==> config.mk <==
export PLATFORM = sky130hd
export DESIGN_NAME = glyph_slice_gen
export DESIGN_NICKNAME = d
export VERILOG_FILES = /design/src/rtl/glyph_slice_pkg.sv /design/src/rtl/glyph_row_remap.sv /design/src/rtl/glyph_addr_map.sv /design/src/rtl/glyph_attr_stage.sv /design/src/rtl/glyph_pixel_shifter.sv /design/src/rtl/glyph_slice_gen.sv
export SDC_FILE = /design/constraint.sdc
export NUM_CORES = 1
export LEC_CHECK = 0
export ABC_AREA = 1
export BUFFER_PORTS_ARGS = -buffer_cell sky130_fd_sc_hd__buf_2
export CORE_ASPECT_RATIO = 1.1
export CORE_MARGIN = 2
export CORE_UTILIZATION = 47
export CTS_BUF_LIST = sky130_fd_sc_hd__clkbuf_4
export DETAILED_ROUTE_END_ITERATION = 10
export GPL_ROUTABILITY_DRIVEN = 0
export PLACE_DENSITY = 0.8
export SLEW_MARGIN = 20
export SYNTH_ARGS = -nofsm -noshare
export SYNTH_HDL_FRONTEND = slang
export SYNTH_HIERARCHICAL = 1
export SYNTH_SLANG_ARGS = --single-unit
==> constraint.sdc <==
create_clock -name clk -period 1.3 [get_ports clk]
set_clock_uncertainty 0.1 [all_clocks]
set_input_delay 0 -clock clk [delete_from_list [all_inputs] [get_ports clk]]
set_output_delay 0 -clock clk [all_outputs]
set_load 0.01 [all_outputs]
==> src/rtl/glyph_slice_pkg.sv <==
package glyph_slice_pkg;

    // Cell geometry and code widths
    parameter int PIX_W  = 8;   // pixels per slice
    parameter int CHAR_W = 8;   // character code width
    parameter int ROW_W  = 5;   // scanline index width

    // Split points of the interleaved glyph address
    parameter int CHAR_LO_BITS = 7;  // code bits placed at the bottom
    parameter int ROW_LO_BITS  = 4;  // row bits placed above them

    localparam int ADDR_W = CHAR_W + ROW_W;
    localparam int CNT_W  = $clog2(PIX_W);

    typedef enum logic {
        SH_IDLE = 1'b0,
        SH_RUN  = 1'b1
    } shift_state_e;

    typedef struct packed {
        logic invert;   // reverse video requested
        logic ul_hit;   // underline requested on the cell's last scanline
    } slice_attr_t;

endpackage

==> src/rtl/glyph_row_remap.sv <==
module glyph_row_remap
    import glyph_slice_pkg::*;
(
    input  logic [ROW_W-1:0] scan_row,
    input  logic [ROW_W-1:0] cell_rows,
    output logic [ROW_W-1:0] stored_row,
    output logic             last_scan
);

    localparam logic [ROW_W-1:0] ONE = ROW_W'(1);

    logic [ROW_W-1:0] last_row;

    always_comb begin
        last_row = cell_rows - ONE;
        // Rotate back by one: the first scanline wraps to the last stored row
        if (scan_row == '0) begin
            stored_row = last_row;
        end else begin
            stored_row = scan_row - ONE;
        end
        // Underline test uses the raw scanline, not the rotated one
        last_scan = (scan_row == last_row);
    end

endmodule

==> src/rtl/glyph_addr_map.sv <==
module glyph_addr_map
    import glyph_slice_pkg::*;
(
    input  logic [CHAR_W-1:0] code,
    input  logic [ROW_W-1:0]  row,
    output logic [ADDR_W-1:0] addr
);

    localparam int CHAR_HI_BITS = CHAR_W - CHAR_LO_BITS;
    localparam int ROW_HI_BITS  = ROW_W - ROW_LO_BITS;

    logic [CHAR_LO_BITS-1:0] code_lo;
    logic [CHAR_HI_BITS-1:0] code_hi;
    logic [ROW_LO_BITS-1:0]  row_lo;
    logic [ROW_HI_BITS-1:0]  row_hi;

    always_comb begin
        code_lo = code[CHAR_LO_BITS-1:0];
        code_hi = code[CHAR_W-1:CHAR_LO_BITS];
        row_lo  = row[ROW_LO_BITS-1:0];
        row_hi  = row[ROW_W-1:ROW_LO_BITS];
        // From the top: high row bits, high code bits, low row bits, low code bits
        addr    = {row_hi, code_hi, row_lo, code_lo};
    end

endmodule

==> src/rtl/glyph_attr_stage.sv <==
module glyph_attr_stage
    import glyph_slice_pkg::*;
(
    input  logic             clk,
    input  logic             rst,
    input  logic             load,
    input  logic             reverse_en,
    input  logic             underline_en,
    input  logic             last_scan,
    input  logic [PIX_W-1:0] rom_data,
    output logic             fill,
    output logic [PIX_W-1:0] slice
);

    slice_attr_t attr_q;
    logic        pend_q;

    // Attributes travel one stage to meet the registered memory data
    always_ff @(posedge clk) begin
        if (rst) begin
            pend_q <= 1'b0;
            attr_q <= '0;
        end else begin
            pend_q <= load;
            if (load) begin
                attr_q.invert <= reverse_en;
                attr_q.ul_hit <= underline_en & last_scan;
            end
        end
    end

    always_comb begin
        fill = pend_q;
        if (attr_q.ul_hit) begin
            slice = '1;                 // underline wins over reverse
        end else if (attr_q.invert) begin
            slice = ~rom_data;
        end else begin
            slice = rom_data;
        end
    end

endmodule

==> src/rtl/glyph_pixel_shifter.sv <==
module glyph_pixel_shifter
    import glyph_slice_pkg::*;
(
    input  logic             clk,
    input  logic             rst,
    input  logic             fill,
    input  logic [PIX_W-1:0] slice,
    output logic             pixel_out,
    output logic             pixel_valid
);

    localparam logic [CNT_W-1:0] LAST_PIX = CNT_W'(PIX_W - 1);

    shift_state_e     state_q, state_d;
    logic [CNT_W-1:0] cnt_q, cnt_d;
    logic [PIX_W-1:0] sh_q, sh_d;

    // State register
    always_ff @(posedge clk) begin
        if (rst) begin
            state_q <= SH_IDLE;
            cnt_q   <= '0;
            sh_q    <= '0;
        end else begin
            state_q <= state_d;
            cnt_q   <= cnt_d;
            sh_q    <= sh_d;
        end
    end

    // Transitions: fill, step, refill, drain
    always_comb begin
        state_d = state_q;
        cnt_d   = cnt_q;
        sh_d    = sh_q;
        unique case (state_q)
            SH_IDLE: begin
                if (fill) begin
                    state_d = SH_RUN;
                    cnt_d   = '0;
                    sh_d    = slice;
                end
            end
            SH_RUN: begin
                if (fill) begin
                    state_d = SH_RUN;
                    cnt_d   = '0;
                    sh_d    = slice;
                end else if (cnt_q == LAST_PIX) begin
                    state_d = SH_IDLE;
                    cnt_d   = '0;
                    sh_d    = '0;
                end else begin
                    cnt_d   = cnt_q + CNT_W'(1);
                    sh_d    = {1'b0, sh_q[PIX_W-1:1]};
                end
            end
            default: begin
                state_d = SH_IDLE;
            end
        endcase
    end

    // Outputs
    always_comb begin
        pixel_valid = (state_q == SH_RUN);
        pixel_out   = pixel_valid & sh_q[0];
    end

endmodule

==> src/rtl/glyph_slice_gen.sv <==
module glyph_slice_gen
    import glyph_slice_pkg::*;
(
    input  logic              clk,
    input  logic              rst,
    input  logic              load,
    input  logic [CHAR_W-1:0] char_code,
    input  logic [ROW_W-1:0]  row_idx,
    input  logic [ROW_W-1:0]  rows_per_cell,
    input  logic              reverse_en,
    input  logic              underline_en,
    output logic [ADDR_W-1:0] rom_addr,
    input  logic [PIX_W-1:0]  rom_data,
    output logic              pixel_out,
    output logic              pixel_valid
);

    logic [ROW_W-1:0] stored_row;
    logic             last_scan;
    logic             fill;
    logic [PIX_W-1:0] slice;

    glyph_row_remap u_remap (
        .scan_row   (row_idx),
        .cell_rows  (rows_per_cell),
        .stored_row (stored_row),
        .last_scan  (last_scan)
    );

    glyph_addr_map u_addr (
        .code (char_code),
        .row  (stored_row),
        .addr (rom_addr)
    );

    glyph_attr_stage u_attr (
        .clk          (clk),
        .rst          (rst),
        .load         (load),
        .reverse_en   (reverse_en),
        .underline_en (underline_en),
        .last_scan    (last_scan),
        .rom_data     (rom_data),
        .fill         (fill),
        .slice        (slice)
    );

    glyph_pixel_shifter u_shift (
        .clk         (clk),
        .rst         (rst),
        .fill        (fill),
        .slice       (slice),
        .pixel_out   (pixel_out),
        .pixel_valid (pixel_valid)
    );

endmodule

[Word level (Yosys, flattened, before mapping)]
Index checks and enable logic that the tools add are counted.
Cells by class
  $add $sub $neg: 3
  equal/unequal tests: 3
  muxes and demuxes: 15
  bitwise logic cells: 4
  reduce and logical (&&, ||, !) cells: 1
Operator list (count)
  two-way mux 8 bit: 4
  case mux 8 bit (2 select lines): 1
  subtractor 5 x 1 -> 5 bit, second input constant: 2
  two-way mux 3 bit: 3
  NOT 8 bit: 1
  two-way mux 7 bit: 1
  case mux 3 bit (2 select lines): 1
  == test 5 bit: 1
  logical NOT 5 bit: 1
  two-way mux 5 bit: 1
  adder 3 x 1 -> 3 bit, second input constant: 1
  == test 3 bit, second input constant: 1
  two-way mux 1 bit: 3
  bitwise AND 1 bit: 2
  != test 2 bit, second input constant: 1
  case mux 1 bit (2 select lines): 1
  NOT 1 bit: 1
Storage, ports and cells
  flip-flop bits (word level): 15
  bits of input ports: 31
  output and inout bits: 15
  logic and storage cells: 32

[Logic depth before layout (Yosys ltp)]
  depth in word-level cells: 5
  gate-level depth with buffers: 13

[Modules after synthesis]
Netlist, hierarchy kept.
By module, submodules not included
  glyph_pixel_shifter: times used 1, cells an instance 94, area each 650.6 sq um, seq. area each 240.2 sq um
  glyph_row_remap: times used 1, cells an instance 58, area each 297.8 sq um, seq. area each 0.0 sq um
  glyph_attr_stage: times used 1, cells an instance 51, area each 261.5 sq um, seq. area each 60.1 sq um
  glyph_addr_map: times used 1, cells an instance 13, area each 97.6 sq um, seq. area each 0.0 sq um

[Least setup slack after synthesis]
Ideal clock, no wire load.
  path kind: register -> register
  start: reg u_shift.cnt_q[0]
  end: reg u_shift.sh_q[1]
  library setup time: 111 ps
  data arrival time: 1031 ps
  data required time: 1089 ps
  path slack: 58 ps
  stages on the path, launching flop included: 8
  cell sequence: dfxtp_1 -> ha_1 -> ha_1 -> inv_1 -> nand2_1 -> nor2_1 -> nor2_1 -> nor2_1
Between the ends
  cells in the longest elaborated chain, start to end: 4
RTL lines
  start: declaration: line glyph_pixel_shifter.sv:15  | logic [CNT_W-1:0] cnt_q, cnt_d;
  start signal: assignment: line glyph_pixel_shifter.sv:26  | cnt_q <= cnt_d;
  == test 3 bit: line glyph_pixel_shifter.sv:49  | end else if (cnt_q == LAST_PIX) begin
  two-way mux 7 bit: line glyph_pixel_shifter.sv:49
  two-way mux 8 bit: line glyph_pixel_shifter.sv:45  | if (fill) begin
  case mux 8 bit (2 select lines): line glyph_pixel_shifter.sv:36  | unique case (state_q)
  end signal: assignment: line glyph_pixel_shifter.sv:23  | sh_q <= '0;
  end signal: assignment: line glyph_pixel_shifter.sv:27  | sh_q <= sh_d;
  end: declaration: line glyph_pixel_shifter.sv:16  | logic [PIX_W-1:0] sh_q, sh_d;
Every way passes these cells.
A chain may end at the register's enable or synchronous reset.

[Final worst setup path]
  start: reg u_shift.cnt_q[0]
  end: reg u_shift.sh_q[2]
The elaborated chain is that of the path after synthesis.

==> metrics.txt <==
largest family of logic cells by synthesized area simple AND/OR/NAND/NOR gates; top-count cell post-synth nand2_1; Avg Cell Area, Syn 6.05 um^2; peak fanout along the critical path 6; clock sink count 15; Post-synth top cells nand2_1 (75), inv_1 (32), nand3_1 (24); final wirelength 2920 um; Min-Delay Startpoint rom_data[5]; number of global-route vias before repair 1152; Skew-Pair Late Insertion Delay 0.29 ns; mux contribution to synthesized area 0%; final-stage net count 289; asr flop ratio synth 0%; initial drt markers 25; power after layout 1.17 mW; crit share post-route 93.4%; synthesis-stage register bit count 15; H-tree depth 1; CTS clk-pin slew, worst paths 0.09 ns; P_leak 0.894 nW; Total GRT Usage 18.8%; worst min-delay path class in -> reg; Worst R2R Path Depth 7; largest net degree at the start of global routing 16; fraction of layout cells with a size suffix above 1 25.7%; Initial Util 48.4%; Simple-Gate Fraction of Synth Area 44.4%; post-synth top area share 23.0%; worst reg2reg startpoint u_shift/cnt_q[0]; leading area contributor after synthesis dfxtp_1; Min-Delay Path Depth 7; FF-to-FF End u_shift/sh_q[2]; Reg2Reg Setup Slack 0.09 ns; Worst Path Required 1.44 ns; predominant post-synthesis flop cell dfxtp_1; Final ANT Viol Nets 0; critical path class reg -> reg; diode count 0; CP Launch Type flip-flop; Max-Cap Viols 0; Min-Delay Endpoint u_shift/sh_q[5]; DRC errors left 0; count of buffers from port buffering 29; pwr dens 718 mW/mm^2; Post-Syn Nets 251; EDFF count, synth 0; Syn. warnings 6; Slew @ Worst Pin 0.313 ns; initial antenna violation count 0; Arrival @ worst endpoint 1.35 ns; ranking of synthesized cells by area dfxtp_1 (23%), nand2_1 (22%), nand3_1 (9.2%); setup TNS 0 ns; Layout area overhead 24.4%; CTS Buffer Depth 2; drt pass-1 iters 4; Synth Cell Area 0.00131 mm^2; Peak VDD IR 489 uV; Die Y 59.3 um; total grt overflow 0; DR vias 1334; Placed Instance Area 0.00140 mm^2; total CTS buffers 3; Post-Synth Adder-Cell Area 3.83%; CORE AREA 0.00270 mm^2; Final Hold Vio Count 0; Avg WL per Cell 10.2 um; final setup vio count 0; RSZ-0062 raised after global routing false; Peak Freq 824 MHz; Post-Synthesis Cells 216; status finished, final reports clean; nature of the critical path endpoint flip-flop; post-synthesis compound-gate area fraction 4.78%; Ports 46; slew margin rel. 79.1%; die area 0.00322 mm^2; Fin Hold WS 0.0462 ns; CTS tree yes; Via-to-Cell Ratio 4.66; Die W 54.3 um; register area share after synthesis 23.0%; final worst path period need 1.21 ns; XOR/XNOR Fraction of Synth Area 1.34%; Root Driver clkbuf_4; Max Slew Vio Count 0; Yosys cell types 24; # rows 20; Final Instance Area 0.00163 mm^2; first-pass GRT wire length 4490 um; HPWL after DPL 1960 um
[cell families (layout without fill, tap and decap cells)]
group / count (synthesis) / in the layout
xor+xnor: 2 / 2
compound gates: 11 / 11
buf+inv: 58 / 95
flops: 15 / 15
fa+ha+maj: 4 / 4
simple gates: 126 / 126
[power breakdown]
group / internal (mW) / switching (mW) / total, mW
clock network: 0.140 / 0.157 / 0.297
logic: 0.167 / 0.207 / 0.373
registers: 0.482 / 0.0154 / 0.498
[area by class of cell]
class | count | area [um^2]
fill | 261 | 1080
multi-input combinational | 143 | 743
timing repair buffer | 50 | 355
sequential | 15 | 303
inverter | 41 | 154
tap | 33 | 41.3
clock buffer | 4 | 30.0
[worst max-delay path, cell delays in order, from the launching register on]
cell and delay, ns:
dfxtp_2 0.35, ha_4 0.16, ha_4 0.17, nor2_8 0.14, nand2_1 0.06, nand3_1 0.07, nand2_1 0.05, inv_1 0.05
[cell usage in the layout (no fill, tap or decap), drive strengths merged]
| cell | netlist | routed |
|---|---|---|
| dlygate4sd3 | 0 | 16 |
| nand3b | 1 | 1 |
| xnor2 | 1 | 1 |
| nand3 | 25 | 25 |
| clkbuf | 0 | 4 |
| a21oi | 5 | 5 |
| xor2 | 1 | 1 |
| nor2 | 22 | 22 |
| ha | 4 | 4 |
| nand2 | 77 | 77 |
| a21o | 1 | 1 |
| dfxtp | 15 | 15 |
| inv | 41 | 41 |
| nand4 | 1 | 1 |
| o21ai | 4 | 4 |
| a31oi | 1 | 1 |
| buf | 17 | 34 |
[flip-flops by register name (all words and copies together) (netlist names)]
register / count
u_shift/sh_q: 8
u_shift/pixel_valid: 1
u_shift/cnt_q: 3
u_attr/fill: 1
u_attr/attr_q: 2
[layer usage]
| layer | track usage, % | share of wire (%) | vias up |
|---|---|---|---|
| li1 | - | - | 713 |
| met1 | 20.8 | 41 | 587 |
| met2 | 35.5 | 54 | 30 |
| met3 | 1.01 | 3.4 | 4 |
| met4 | 8.57 | 1.9 | 0 |
| met5 | 0 | 0 | - |
[worst max-delay path by stage]
stage,startpoint,end,slack (ns),depth (start not counted)
4_1_cts,u_shift/cnt_q[0],u_shift/sh_q[1],0.02,7
5_1_grt,u_shift/cnt_q[0],u_shift/sh_q[3],0.003,7
6_report,u_shift/cnt_q[0],u_shift/sh_q[2],0.09,7
2_1_floorplan,u_shift/cnt_q[0],u_shift/sh_q[1],0.06,7
3_5_place_dp,u_shift/cnt_q[0],u_shift/sh_q[1],0.002,7
3_3_place_gp,rows_per_cell[0],u_attr/attr_q[0],0.02,14
[stage by stage]
step	instances	setup slack [ns]	utilization [%]
after floorplan	216	0.0579	-
after detailed placement	266	0.00193	51.9
after global routing	286	0.00265	60.2
after global placement	266	0.0191	51.9
after CTS	285	0.0217	58.6
final	286	0.0861	60.2
[repair_timing]
item | CTS | global route
setup buffers | 0 | 0
pin swaps | 0 | 1
cloned | 0 | 0
hold buffers | 15 | 2
endpoints found under the hold margin | 17 | 1
endpoints found under the setup margin | 3 | 6
gates resized for setup | 1 | 8
(Power assumes the default switching activity.)
